--- config.mk ---
export PLATFORM = sky130hd
export DESIGN_NAME = short_guard
export DESIGN_NICKNAME = d
export VERILOG_FILES = /design/src/rtl/sg_pkg.sv /design/src/rtl/sg_qualifier.sv /design/src/rtl/sg_timer.sv /design/src/rtl/short_guard.sv
export SDC_FILE = /design/constraint.sdc
export NUM_CORES = 1
export LEC_CHECK = 0
export ABC_CLOCK_PERIOD_IN_PS = 2560
export BUFFER_PORTS_ARGS = -buffer_cell sky130_fd_sc_hd__clkbuf_2
export CAP_MARGIN = 20
export CORE_MARGIN = 3
export CORE_UTILIZATION = 60
export DETAILED_ROUTE_END_ITERATION = 16
export PLACE_DENSITY = 0.88
export SYNTH_ARGS = -nofsm -noshare
export SYNTH_HDL_FRONTEND = slang
export SYNTH_SLANG_ARGS = --single-unit
--- constraint.sdc ---
create_clock -name clk -period 2.56 [get_ports clk]
set_input_delay 0.256 -clock clk [delete_from_list [all_inputs] [get_ports clk]]
set_output_delay 0.256 -clock clk [all_outputs]
set_load 0.1 [all_outputs]
--- src/rtl/sg_pkg.sv ---
package sg_pkg;

  typedef enum logic [1:0] {
    ST_NORMAL   = 2'd0,
    ST_OFF_WAIT = 2'd1,
    ST_RETRY    = 2'd2,
    ST_LATCHED  = 2'd3
  } sg_state_e;

  // True when a counter holding 'cnt' completes 'target' events on this edge.
  function automatic logic count_reached(input int unsigned cnt,
                                         input int unsigned target);
    return (cnt + 1) >= target;
  endfunction

endpackage

--- src/rtl/sg_qualifier.sv ---
module sg_qualifier #(
  parameter int unsigned QUAL_CYCLES = 8,
  localparam int unsigned CW = $clog2(QUAL_CYCLES + 1)
) (
  input  logic clk,
  input  logic rst_n,
  input  logic clear,
  input  logic short_in,
  output logic hit
);
  import sg_pkg::*;

  logic [CW-1:0] run_cnt;

  assign hit = short_in && count_reached(32'(run_cnt), QUAL_CYCLES);

  always_ff @(posedge clk or negedge rst_n) begin
    if (!rst_n)                 run_cnt <= '0;
    else if (clear || !short_in) run_cnt <= '0;
    else if (!hit)              run_cnt <= run_cnt + 1'b1;
  end

  AST_NO_OVERFLOW: assert property (@(posedge clk) disable iff (!rst_n)
    32'(run_cnt) < QUAL_CYCLES);

endmodule

--- src/rtl/sg_timer.sv ---
module sg_timer #(
  parameter int unsigned OFF_CYCLES   = 25600,
  parameter int unsigned RETRY_CYCLES = 25600,
  localparam int unsigned MAXC = (OFF_CYCLES > RETRY_CYCLES) ? OFF_CYCLES : RETRY_CYCLES,
  localparam int unsigned TW   = $clog2(MAXC + 1)
) (
  input  logic clk,
  input  logic rst_n,
  input  logic run,
  input  logic restart,
  input  logic sel_retry,
  output logic expire
);
  import sg_pkg::*;

  logic [TW-1:0] tick_cnt;
  int unsigned   limit;

  assign limit  = sel_retry ? RETRY_CYCLES : OFF_CYCLES;
  assign expire = run && count_reached(32'(tick_cnt), limit);

  always_ff @(posedge clk or negedge rst_n) begin
    if (!rst_n)                tick_cnt <= '0;
    else if (restart || !run)  tick_cnt <= '0;
    else                       tick_cnt <= tick_cnt + 1'b1;
  end

  AST_TIMER_BOUND: assert property (@(posedge clk) disable iff (!rst_n)
    run |-> 32'(tick_cnt) < limit);

endmodule

--- src/rtl/short_guard.sv ---
module short_guard #(
  parameter int unsigned QUAL_CYCLES  = 8,
  parameter int unsigned OFF_CYCLES   = 25600,
  parameter int unsigned RETRY_CYCLES = 25600
) (
  input  logic clk,
  input  logic rst_n,
  input  logic standby_n,
  input  logic short_det,
  output logic bridge_en,
  output logic fault
);
  import sg_pkg::*;

  sg_state_e state, nxt;

  logic qual_hit, qual_clear;
  logic tmr_run, tmr_restart, tmr_expire;
  logic monitoring;
  logic ev_detect, ev_latch, ev_release;

  assign monitoring = (state == ST_NORMAL) || (state == ST_RETRY);
  assign qual_clear = !standby_n || !monitoring;

  sg_qualifier #(.QUAL_CYCLES(QUAL_CYCLES)) i_qual (
    .clk      (clk),
    .rst_n    (rst_n),
    .clear    (qual_clear),
    .short_in (short_det),
    .hit      (qual_hit)
  );

  assign tmr_run     = standby_n && ((state == ST_OFF_WAIT) || (state == ST_RETRY));
  assign tmr_restart = (nxt != state);

  sg_timer #(.OFF_CYCLES(OFF_CYCLES), .RETRY_CYCLES(RETRY_CYCLES)) i_tmr (
    .clk       (clk),
    .rst_n     (rst_n),
    .run       (tmr_run),
    .restart   (tmr_restart),
    .sel_retry (state == ST_RETRY),
    .expire    (tmr_expire)
  );

  // Named events for the assertions
  assign ev_detect  = standby_n && (state == ST_NORMAL) && qual_hit;
  assign ev_latch   = standby_n && (state == ST_RETRY)  && qual_hit;
  assign ev_release = !standby_n;

  always_comb begin
    nxt = state;
    if (!standby_n) nxt = ST_NORMAL;
    else begin
      unique case (state)
        ST_NORMAL:   if (qual_hit)   nxt = ST_OFF_WAIT;
        ST_OFF_WAIT: if (tmr_expire) nxt = ST_RETRY;
        ST_RETRY: begin
          if (qual_hit)        nxt = ST_LATCHED;  // wins over window expiry
          else if (tmr_expire) nxt = ST_NORMAL;
        end
        default:                     nxt = ST_LATCHED;
      endcase
    end
  end

  always_ff @(posedge clk or negedge rst_n) begin
    if (!rst_n) state <= ST_NORMAL;
    else        state <= nxt;
  end

  assign bridge_en = standby_n && monitoring;
  assign fault     = (state == ST_LATCHED);

  AST_FAULT_OFF: assert property (@(posedge clk) disable iff (!rst_n)
    fault |-> !bridge_en);
  AST_DETECT_DROPS: assert property (@(posedge clk) disable iff (!rst_n)
    ev_detect |=> !bridge_en);
  AST_LATCH_ENTRY: assert property (@(posedge clk) disable iff (!rst_n)
    ev_latch |=> fault);
  AST_LATCH_STICKY: assert property (@(posedge clk) disable iff (!rst_n)
    (fault && standby_n) |=> fault);
  AST_STANDBY_RELEASE: assert property (@(posedge clk) disable iff (!rst_n)
    ev_release |=> !fault);
  AST_RETRY_FROM_OFF: assert property (@(posedge clk) disable iff (!rst_n)
    (state == ST_RETRY && $past(state) != ST_RETRY) |-> $past(state) == ST_OFF_WAIT);

endmodule

# [After elaboration in Yosys (flattened, before gate mapping)]
# Index checks and enable logic that the tools add are counted.
[op_classes] n_addsub=4 n_lt_le_gt_ge=2 eq_ne=5 n_mux=9 n_reduce_logical=14
[ops] operator="$ge A32 B15 Y1 const B" n=1
[ops] operator="$ge A32 B4 Y1 const B" n=1
[ops] operator="$add A15 B1 Y16 const B" n=1
[ops] operator="$add A15 B1 Y15 const B" n=1
[ops] operator="$mux W15" n=1
[ops] operator="$mux W2" n=5
[ops] operator="$mux W4" n=2
[ops] operator="$pmux W2 S3" n=1
[ops] operator="$add A4 B1 Y5 const B" n=1
[ops] operator="$logic_or A1 B1 Y1" n=5
[ops] operator="$add A4 B1 Y4 const B" n=1
[ops] operator="$eq A2 B2 Y1 const B" n=2
[ops] operator="$logic_and A1 B1 Y1" n=4
[ops] operator="$logic_not A1 Y1" n=4
[ops] operator="$eq A2 B1 Y1 const B" n=1
[ops] operator="$logic_not A2 Y1" n=1
[ops] operator="$ne A2 B2 Y1" n=1
[ops] operator="$ne A2 B2 Y1 const B" n=1
[totals] reg_bits=21

# [Depth between registers and ports, before layout]
# Gate-level depths: netlist of the first run.
[logic_depth] word_depth=11 depth_mapped=10 ltp_nobuf=8

# [By module]
# From an unflattened synthesis of the first run, not the netlist that was laid out.
[hier_totals] hier_cells=143 area_unflattened_um2=1320.0
[modules_own_cells] mod="sg_timer" instances=1 cells_per_inst=79 area_each_um2=785.8 seq_area_each_um2=375.4
[modules_own_cells] mod="short_guard" instances=1 cells_per_inst=39 area_each_um2=292.8 seq_area_each_um2=50.0
[modules_own_cells] mod="sg_qualifier" instances=1 cells_per_inst=25 area_each_um2=241.5 seq_area_each_um2=100.1

# [Worst setup path after synthesis of the first run]
# OpenSTA, ideal clock, no wires.
[synth_timing] path_type="register to register" from="register state[0]" to="register i_qual.run_cnt[0]" setup_ns=0.097 arrival_ns=2.698 t_required_ns=2.463 setup_slack_ns=-0.235 stages_incl_launch_ff=7 n_path_buf=0 synth_period_minus_slack_ns=2.795 cell_sequence="dfrtp_1 > inv_1 > ha_1 > nor2_1 > nor2b_1 > nand2_1 > a211oi_1"
[synth_via] elab_chain_len=6
[synth_rtl] item="start, declared" line_no="short_guard.sv:15" text="sg_state_e state, nxt;"
[synth_rtl] item="start signal, assigned" line_no="short_guard.sv:68" text="else state <= nxt;"
[synth_rtl] item="$eq A2 B2 Y1 or $logic_not A2 Y1 (tied branches)" line_no="short_guard.sv:22" text="assign monitoring = (state == ST_NORMAL) || (state == ST_RETRY);"
[synth_rtl] item="$logic_or A1 B1 Y1 (*)" line_no="short_guard.sv:22"
[synth_rtl] item="$logic_not A1 Y1 (*)" line_no="short_guard.sv:23" text="assign qual_clear = !standby_n || !monitoring;"
[synth_rtl] item="$logic_or A1 B1 Y1 (*)" line_no="short_guard.sv:23"
[synth_rtl] item="$logic_or A1 B1 Y1 (*)" line_no="sg_qualifier.sv:19" text="else if (clear || !short_in) run_cnt <= '0;"
[synth_rtl] item="$ne A2 B2 Y1 (no line) or $mux W4 (tied branches)"
[synth_rtl] item="end signal, assigned" line_no="sg_qualifier.sv:20" text="else if (!hit) run_cnt <= run_cnt + 1'b1;"
[synth_rtl] item="end, declared" line_no="sg_qualifier.sv:13" text="logic [CW-1:0] run_cnt;"
# Mark *: on every way between the ends. The rest lies on a longest branch, timed or not.
# A chain may end at the register's enable or synchronous reset.

# [Worst setup path after layout of the first run]
[layout_timing] from="register i_tmr.tick_cnt[0]" to="register i_tmr.tick_cnt[11]"
[layout_via] elab_chain_len=10
[layout_rtl] item="start, declared" line_no="sg_timer.sv:16" text="logic [TW-1:0] tick_cnt;"
[layout_rtl] item="start signal, assigned" line_no="sg_timer.sv:25" text="else tick_cnt <= tick_cnt + 1'b1;"
[layout_rtl] item="$add A15 B1 Y16" line_no="sg_pkg.sv:13" text="return (cnt + 1) >= target;"
[layout_rtl] item="$ge A32 B15 Y1" line_no="sg_pkg.sv:13"
[layout_rtl] item="$logic_and A1 B1 Y1" line_no="sg_timer.sv:20" text="assign expire = run && count_reached(32'(tick_cnt), limit);"
[layout_rtl] item="$mux W2" line_no="short_guard.sv:59" text="else if (tmr_expire) nxt = ST_NORMAL;"
[layout_rtl] item="$mux W2" line_no="short_guard.sv:58" text="if (qual_hit) nxt = ST_LATCHED;"
[layout_rtl] item="$pmux W2 S3" line_no="short_guard.sv:54" text="unique case (state)"
[layout_rtl] item="$mux W2" line_no="short_guard.sv:52" text="if (!standby_n) nxt = ST_NORMAL;"
[layout_rtl] item="$ne A2 B2 Y1" line_no="short_guard.sv:34" text="assign tmr_restart = (nxt != state);"
[layout_rtl] item="$logic_or A1 B1 Y1" line_no="sg_timer.sv:24" text="else if (restart || !run) tick_cnt <= '0;"
[layout_rtl] item="$mux W15 (*)" line_no="sg_timer.sv:24"
# Marks and branches as above.

==> impl_metrics.ini, run 1 <==
[synthesis]
mappedNetlistNets = 167
synth.avg_cell_area_um2 = 9.18
syn_area_um2 = 1410
synth_seq_cells = 21
yosys_warnings = 0
postSynthCellCount = 154
synth_sequential_area_ratio = 0.372
number_of_library_cell_types_mapped_by_synthesis = 42

[detailed_routing]
drt-met1-wl_um = 1260
drt.antenna.violating_nets = 0
dr.first_iter.drc_count = 31
route.met3.wl_um = 142
dr.pass1.iters = 5
remaining_drc_errors = 0
vias_per_std_cell = 6.15
route.detailed.wl_per_inst_um = 15.4
met2WireLength_um = 1470
wl_um = 2960
highest_signal_layer = met4
route.vias.total = 1181

[timing]
hold-worst-slack_ps = 196
maximum_clock_frequency_mhz = 414
setup_violations = 0
drv_slew = 0
timing.final.ws_setup_ps = 146
final_hold_viol_count = 0
post_layout_min_period_ps = 2410
worst_clock_skew_ps = 3.79
finalSetupTns_ps = 0
final_min_period_over_clock_period = 0.943
slew-limit-headroom = 0.636
tightestPinTransition_ps = 548

[power]
power_share_of_the_combinational_group = 0.048
power.density_nw_per_um2 = 336
proportion_of_total_power_due_to_net_switching = 0.238
p_clk_frac = 0.313
sequentialPowerShare = 0.639
peakVddDrop_uv = 267
leakage_uw = 0.000739
power_report.internal_total_uw = 401
power.switching_uw = 125

[worst_hold_path]
hold_path.class = in2reg
timing.hold.worst.start = standby_n
timing.hold.worst_endpoint = state[0]$_DFF_PN0_
whs_path_depth = 2

[layout]
final_cell_area_um2 = 1570
antenna_cells_inserted = 0
syn2layout_area_growth_pct = 10.7
multi_input_area_um2 = 885
finalNetCount = 179
drive_above_1_share = 0.188
num-fill-cells = 129
sequential_cell_area_um2 = 526

[die]
die_h_um = 54.5
fp.dieW_um = 54.5
cell_rows = 16
design.portCount = 6
floorplan.initialDensity = 0.673
die_area_um2 = 2980
core_region_area_um2 = 2100

[clocking]
clkSinkCount = 21
clk-insertion-delay-late_ps = 310
numCtsBuffers = 3
clk_transition_reported_paths_ps = 120
cts_htree_levels = 1
clockBufferDepth = 2
cts-root-buf = sky130_fd_sc_hd__clkbuf_4
cts_tree = done

[worst_setup_path]
startpoint_type = flop
worst-endpoint-required_ps = 2800
end_kind = flop
ff2ff_setup_slack_ps = 150
timing.rr.start = i_tmr.tick_cnt[0]$_DFF_PN0_
timing.critical_path.arrival_ps = 2650
critical_path_peak_fanout = 15
critical_path.max_stage_delay_ps = 420
timing.critical_path.max_delay_family = compound AO/OA/AOI/OAI gates
worstPathCellList = ha_1 -> nand3_2 -> nor3_4 -> mux2i_1 -> o32ai_4 -> a31o_2 -> a21o_2 -> a21oi_1
timing.critical_path.buf_inv = 0
r2r-end = i_tmr.tick_cnt[11]$_DFF_PN0_
critPathKind = reg2reg
critical_path.slowest_cell = sky130_fd_sc_hd__dfrtp_1
reg2reg_depth = 8

[place]
place.detailed.hpwl_um = 1980
placed_area_um2 = 1460
pre_cts_setup_slack_ps = 21.8
gp_routability_congestion = 0.857
port_buffers = 5

[global_routing]
grt_max_degree = 22
grt_antenna_before_repair = 0
grt_pass1_wl_um = 4930
globalRouteTotalUtil = 0.233
grt_pass1_vias = 1127
grt_remaining_overflow = 0

[flow_run]
max_capacitance_violation_count = 0

[outcome]
outcome = finished clean
## worst reg2reg max path, cell delays in order (launching register included)
cell and delay (ps):
sky130_fd_sc_hd__dfrtp_1 420, sky130_fd_sc_hd__ha_1 220, sky130_fd_sc_hd__nand3_2 170, sky130_fd_sc_hd__nor3_4 240, sky130_fd_sc_hd__mux2i_1 310, sky130_fd_sc_hd__o32ai_4 170
sky130_fd_sc_hd__a31o_2 300, sky130_fd_sc_hd__a21o_2 330, sky130_fd_sc_hd__a21oi_1 190
## cell type report
class / count / share of cell area
tap: 27 / 0.0216
multi-input combinational: 123 / 0.565
timing repair buffer: 11 / 0.0464
clock buffer: 4 / 0.0168
sequential: 21 / 0.336
inverter: 6 / 0.0144
## sequential cells by signal (all words and copies together) (netlist names)
register        flops
i_tmr.tick_cnt     15
i_qual.run_cnt      4
state               2
## cells in the mapped netlist (all sizes together)
master   instances  area share
nand2           24       0.064
dfrtp           21        0.37
a21oi           18       0.064
nor2            11       0.029
ha               9       0.080
xor2             8       0.050
nand3            7       0.028
inv              6       0.016
nor3             5       0.018
xnor2            5       0.031
buf              4       0.019
nand4            4       0.033
o21ai            3       0.011
a211oi           2       0.011
a31o             2       0.012
and3             2      0.0097
and4             2       0.013
mux2i            2       0.014
o21a             2       0.011
o31ai            2       0.020
or2              2      0.0089
a2111oi          1      0.0062
a21o             1      0.0062
a221o            1      0.0071
nand2b           1      0.0044
nand4b           1      0.0062
nor2b            1      0.0044
nor4             1      0.0088
o211ai           1      0.0053
o21bai           1      0.0053
o221ai           1       0.011
o31a             1      0.0062
o32ai            1       0.012
or3              1      0.0053
## power groups by stage
stage                     Clock, µW  Sequential [µW]  Combinational [µW]
after floorplan                   0              342                12.2
after global placement            0              342                23.3
after CTS                       172              336                25.7
final                           165              336                25.5
after global routing            194              336                28.0
after detailed placement          0              342                24.3
## routing by layer
layer,up-vias,track usage
met2,48,0.380
li1,569,-
met1,555,0.295
met4,0,0.124
met3,9,0.0327
met5,-,0
## layout by cell type, fill, tap and decap left out, drive strengths merged, types with 2 or more instances in the layout
| cell type | netlist | routed |
|---|---|---|
| or2 | 2 | 2 |
| xnor2 | 5 | 5 |
| nand4 | 4 | 4 |
| mux2i | 2 | 2 |
| and3 | 2 | 2 |
| dfrtp | 21 | 21 |
| clkbuf | 0 | 9 |
| nor3 | 5 | 5 |
| o21ai | 3 | 3 |
| ha | 9 | 9 |
| buf | 4 | 5 |
| a21oi | 18 | 18 |
| and4 | 2 | 2 |
| xor2 | 8 | 8 |
| nor2 | 11 | 11 |
| nand2 | 24 | 24 |
| a211oi | 2 | 2 |
| a31o | 2 | 2 |
| o31ai | 2 | 2 |
| inv | 6 | 6 |
| nand3 | 7 | 7 |
| o21a | 2 | 2 |
## cells by family (layout without fill, tap and decap cells)
logic type,count (synthesis),in the layout,share of synthesized area
muxes,2,2,0.0142
DFF,21,21,0.372
adders and majority gates,9,9,0.0796
AOI/OAI and AO/OA,37,37,0.187
and+or+nand+nor,62,62,0.233
xor gates and xnor gates,13,13,0.0805
buffers and inverters,10,21,0.0345
## timing repair
item,4_1_cts,5_1_grt
setup buffers,0,3
endpoints found under the hold margin,21,0
gates resized for setup,0,7
hold buffers,1,0
endpoints found under the setup margin,1,15
pin swaps,1,2
## worst max-delay path by stage
stage | startpoint | end | depth (start not counted)
after floorplan | i_tmr.tick_cnt[0]$_DFF_PN0_ | i_tmr.tick_cnt[0]$_DFF_PN0_ | 9
after detailed placement | i_tmr.tick_cnt[0]$_DFF_PN0_ | i_tmr.tick_cnt[14]$_DFF_PN0_ | 8
final | i_tmr.tick_cnt[0]$_DFF_PN0_ | i_tmr.tick_cnt[11]$_DFF_PN0_ | 8
after global routing | i_tmr.tick_cnt[0]$_DFF_PN0_ | i_tmr.tick_cnt[5]$_DFF_PN0_ | 8
after CTS | i_tmr.tick_cnt[0]$_DFF_PN0_ | i_tmr.tick_cnt[14]$_DFF_PN0_ | 8
after global placement | i_tmr.tick_cnt[0]$_DFF_PN0_ | i_tmr.tick_cnt[14]$_DFF_PN0_ | 8
## per-stage QoR
| stage | total power, µW | cells | utilization |
|---|---|---|---|
| after floorplan | 354 | 154 | - |
| after global placement | 365 | 184 | 0.696 |
| after detailed placement | 367 | 184 | 0.696 |
| after CTS | 534 | 189 | 0.714 |
| after global routing | 558 | 192 | 0.745 |
| final | 526 | 192 | 0.745 |
(Power assumes the default switching activity.)
==> run 2, diff against run 1 <==
--- a/config.mk
+++ b/config.mk
@@ -8,7 +8,7 @@
 export ABC_CLOCK_PERIOD_IN_PS = 2560
 export BUFFER_PORTS_ARGS = -buffer_cell sky130_fd_sc_hd__clkbuf_2
 export CAP_MARGIN = 20
-export CORE_MARGIN = 3
+export CORE_MARGIN = 4
 export CORE_UTILIZATION = 60
 export DETAILED_ROUTE_END_ITERATION = 16
 export PLACE_DENSITY = 0.88
==> constraint.sdc (replaced) <==
create_clock -name clk -period 2.56 [get_ports clk]
set_input_delay 0.512 -clock clk [delete_from_list [all_inputs] [get_ports clk]]
set_output_delay 0.512 -clock clk [all_outputs]
set_load 0.1 [all_outputs]
==> impl_metrics.ini, run 2 (synthesized netlist as in run 1, its figures left out) <==
[layout]
antenna_cells_inserted = 0
finish.cell_count_without_fillers = 192
top_regs = i_tmr.tick_cnt x15, i_qual.run_cnt x4, state x2
drive_above_1_share = 0.189
num-fill-cells = 184
registers.top_by_ff_count = i_tmr.tick_cnt
final_cell_mix = 24 x sky130_fd_sc_hd__nand2_1, 20 x sky130_fd_sc_hd__dfrtp_1, 18 x sky130_fd_sc_hd__a21oi_1
fin_util = 0.699
largest_register_ffs = 15
syn2layout_area_growth_pct = 10.4
layout_commonest_cell = sky130_fd_sc_hd__nand2_1
finalNetCount = 178

[die]
core_region_area_um2 = 2230
die_h_um = 56.5
design.portCount = 6
fp.dieW_um = 56.5
floorplan.initialDensity = 0.633
cell_rows = 17
die_area_um2 = 3200

[clocking]
clockBufferDepth = 2
postCtsHoldBufs = 0
cts_tree = done
cts-root-buf = sky130_fd_sc_hd__clkbuf_4
clkSinkCount = 21
numCtsBuffers = 3
clk-insertion-delay-late_ps = 310
clk_transition_reported_paths_ps = 120
cts_htree_levels = 1

[power]
power.density_nw_per_um2 = 335
leakage_uw = 0.000734
peakVddDrop_uv = 300
power_uw = 524

[worst_setup_path]
timing.critical_path.arrival_ps = 2640
critical_path_peak_fanout = 15
worst-endpoint-required_ps = 2800
reg2reg_depth = 8
startpoint_type = flop
critPathKind = reg2reg
end_kind = flop

[timing]
finalSetupTns_ps = 0
final_hold_viol_count = 0
tightestPinTransition_ps = 538
setup_violations = 0
slew-limit-headroom = 0.643
drv_slew = 0
post_layout_min_period_ps = 2410
worst_clock_skew_ps = 8.93
hold-worst-slack_ps = 149
maximum_clock_frequency_mhz = 415
final_min_period_over_clock_period = 0.941

[global_routing]
grt_pass1_wl_um = 5020
grt_antenna_before_repair = 0
grt_remaining_overflow = 0
grt_pass1_vias = 1211
globalRouteTotalUtil = 0.197
grt_max_degree = 22

[detailed_routing]
wl_um = 2750
dr.pass1.iters = 4
route.vias.total = 1168
route.detailed.wl_per_inst_um = 14.3
drt.antenna.violating_nets = 0
remaining_drc_errors = 0
vias_per_std_cell = 6.08
dr.first_iter.drc_count = 55

[place]
place.detailed.hpwl_um = 1990
port_buffers = 5
gp_routability_congestion = 0.892
place_inst = 186

[worst_hold_path]
hold_path.class = in2async

[flow_run]
max_capacitance_violation_count = 0

[outcome]
outcome = finished clean
==> run 2: path summary, 6_finish.rpt <==
kind | startpoint | to | slack, ps
worst min register to register | i_qual.run_cnt[3]$_DFFE_PN0P_ | i_qual.run_cnt[0]$_DFFE_PN0P_ | 530
max in group asynchronous | rst_n | i_qual.run_cnt[1]$_DFFE_PN0P_ | 2030
worst max register to register | i_qual.run_cnt[0]$_DFFE_PN0P_ | i_tmr.tick_cnt[10]$_DFF_PN0_ | 150
min in group clk | standby_n | state[0]$_DFF_PN0_ | 450
worst min-delay path | rst_n | state[0]$_DFF_PN0_ | 150
worst max-delay path | i_qual.run_cnt[0]$_DFFE_PN0P_ | i_tmr.tick_cnt[10]$_DFF_PN0_ | 150
==> run 2: report_power, final <==
group | total, µW | internal (µW) | leakage [µW] | switching (µW)
Clock | 164 | 60.9 | 0.0000150 | 103
Combinational | 23.5 | 5.55 | 0.000428 | 18.0
Sequential | 336 | 333 | 0.000291 | 2.78
==> run 2: cell type report <==
type,instances,area [µm²],area share
Sequential cell,21,527,0.337
Tap cell,28,35.0,0.0224
Timing Repair Buffer,10,75.1,0.0481
Multi-Input combinational cell,123,876,0.561
Inverter,6,22.5,0.0144
Clock buffer,4,26.3,0.0168
==> run 2: worst max-delay path, stage by stage, from the launching register on <==
cell and delay [ps]:
sky130_fd_sc_hd__dfrtp_1 470, sky130_fd_sc_hd__ha_1 240, sky130_fd_sc_hd__nand4b_1 120, sky130_fd_sc_hd__o211ai_1 190
sky130_fd_sc_hd__a2111oi_1 450, sky130_fd_sc_hd__nor2_1 100, sky130_fd_sc_hd__a31o_2 260, sky130_fd_sc_hd__a21o_2 320
sky130_fd_sc_hd__a21oi_1 190
==> run 2: routing by layer <==
layer | GRT usage | wire length [µm]
met3 | 0.0345 | 92
met4 | 0.108 | 50
met2 | 0.345 | 1430
met5 | 0 | 0
met1 | 0.223 | 1170
==> run 2: what timing repair did <==
action                     CTS  global route
setup endpoints to repair    1            15
buffers inserted             0             2
resized for setup            0             8
pin swaps                    1             2
==> run 2: stage by stage <==
step / worst slack [ps] / instance area [µm²]
after global routing: -17.4 / 1560
after floorplan: 293 / 1420
after detailed placement: 27.1 / 1470
after global placement: 143 / 1470
after CTS: 43.5 / 1500
final: 152 / 1560
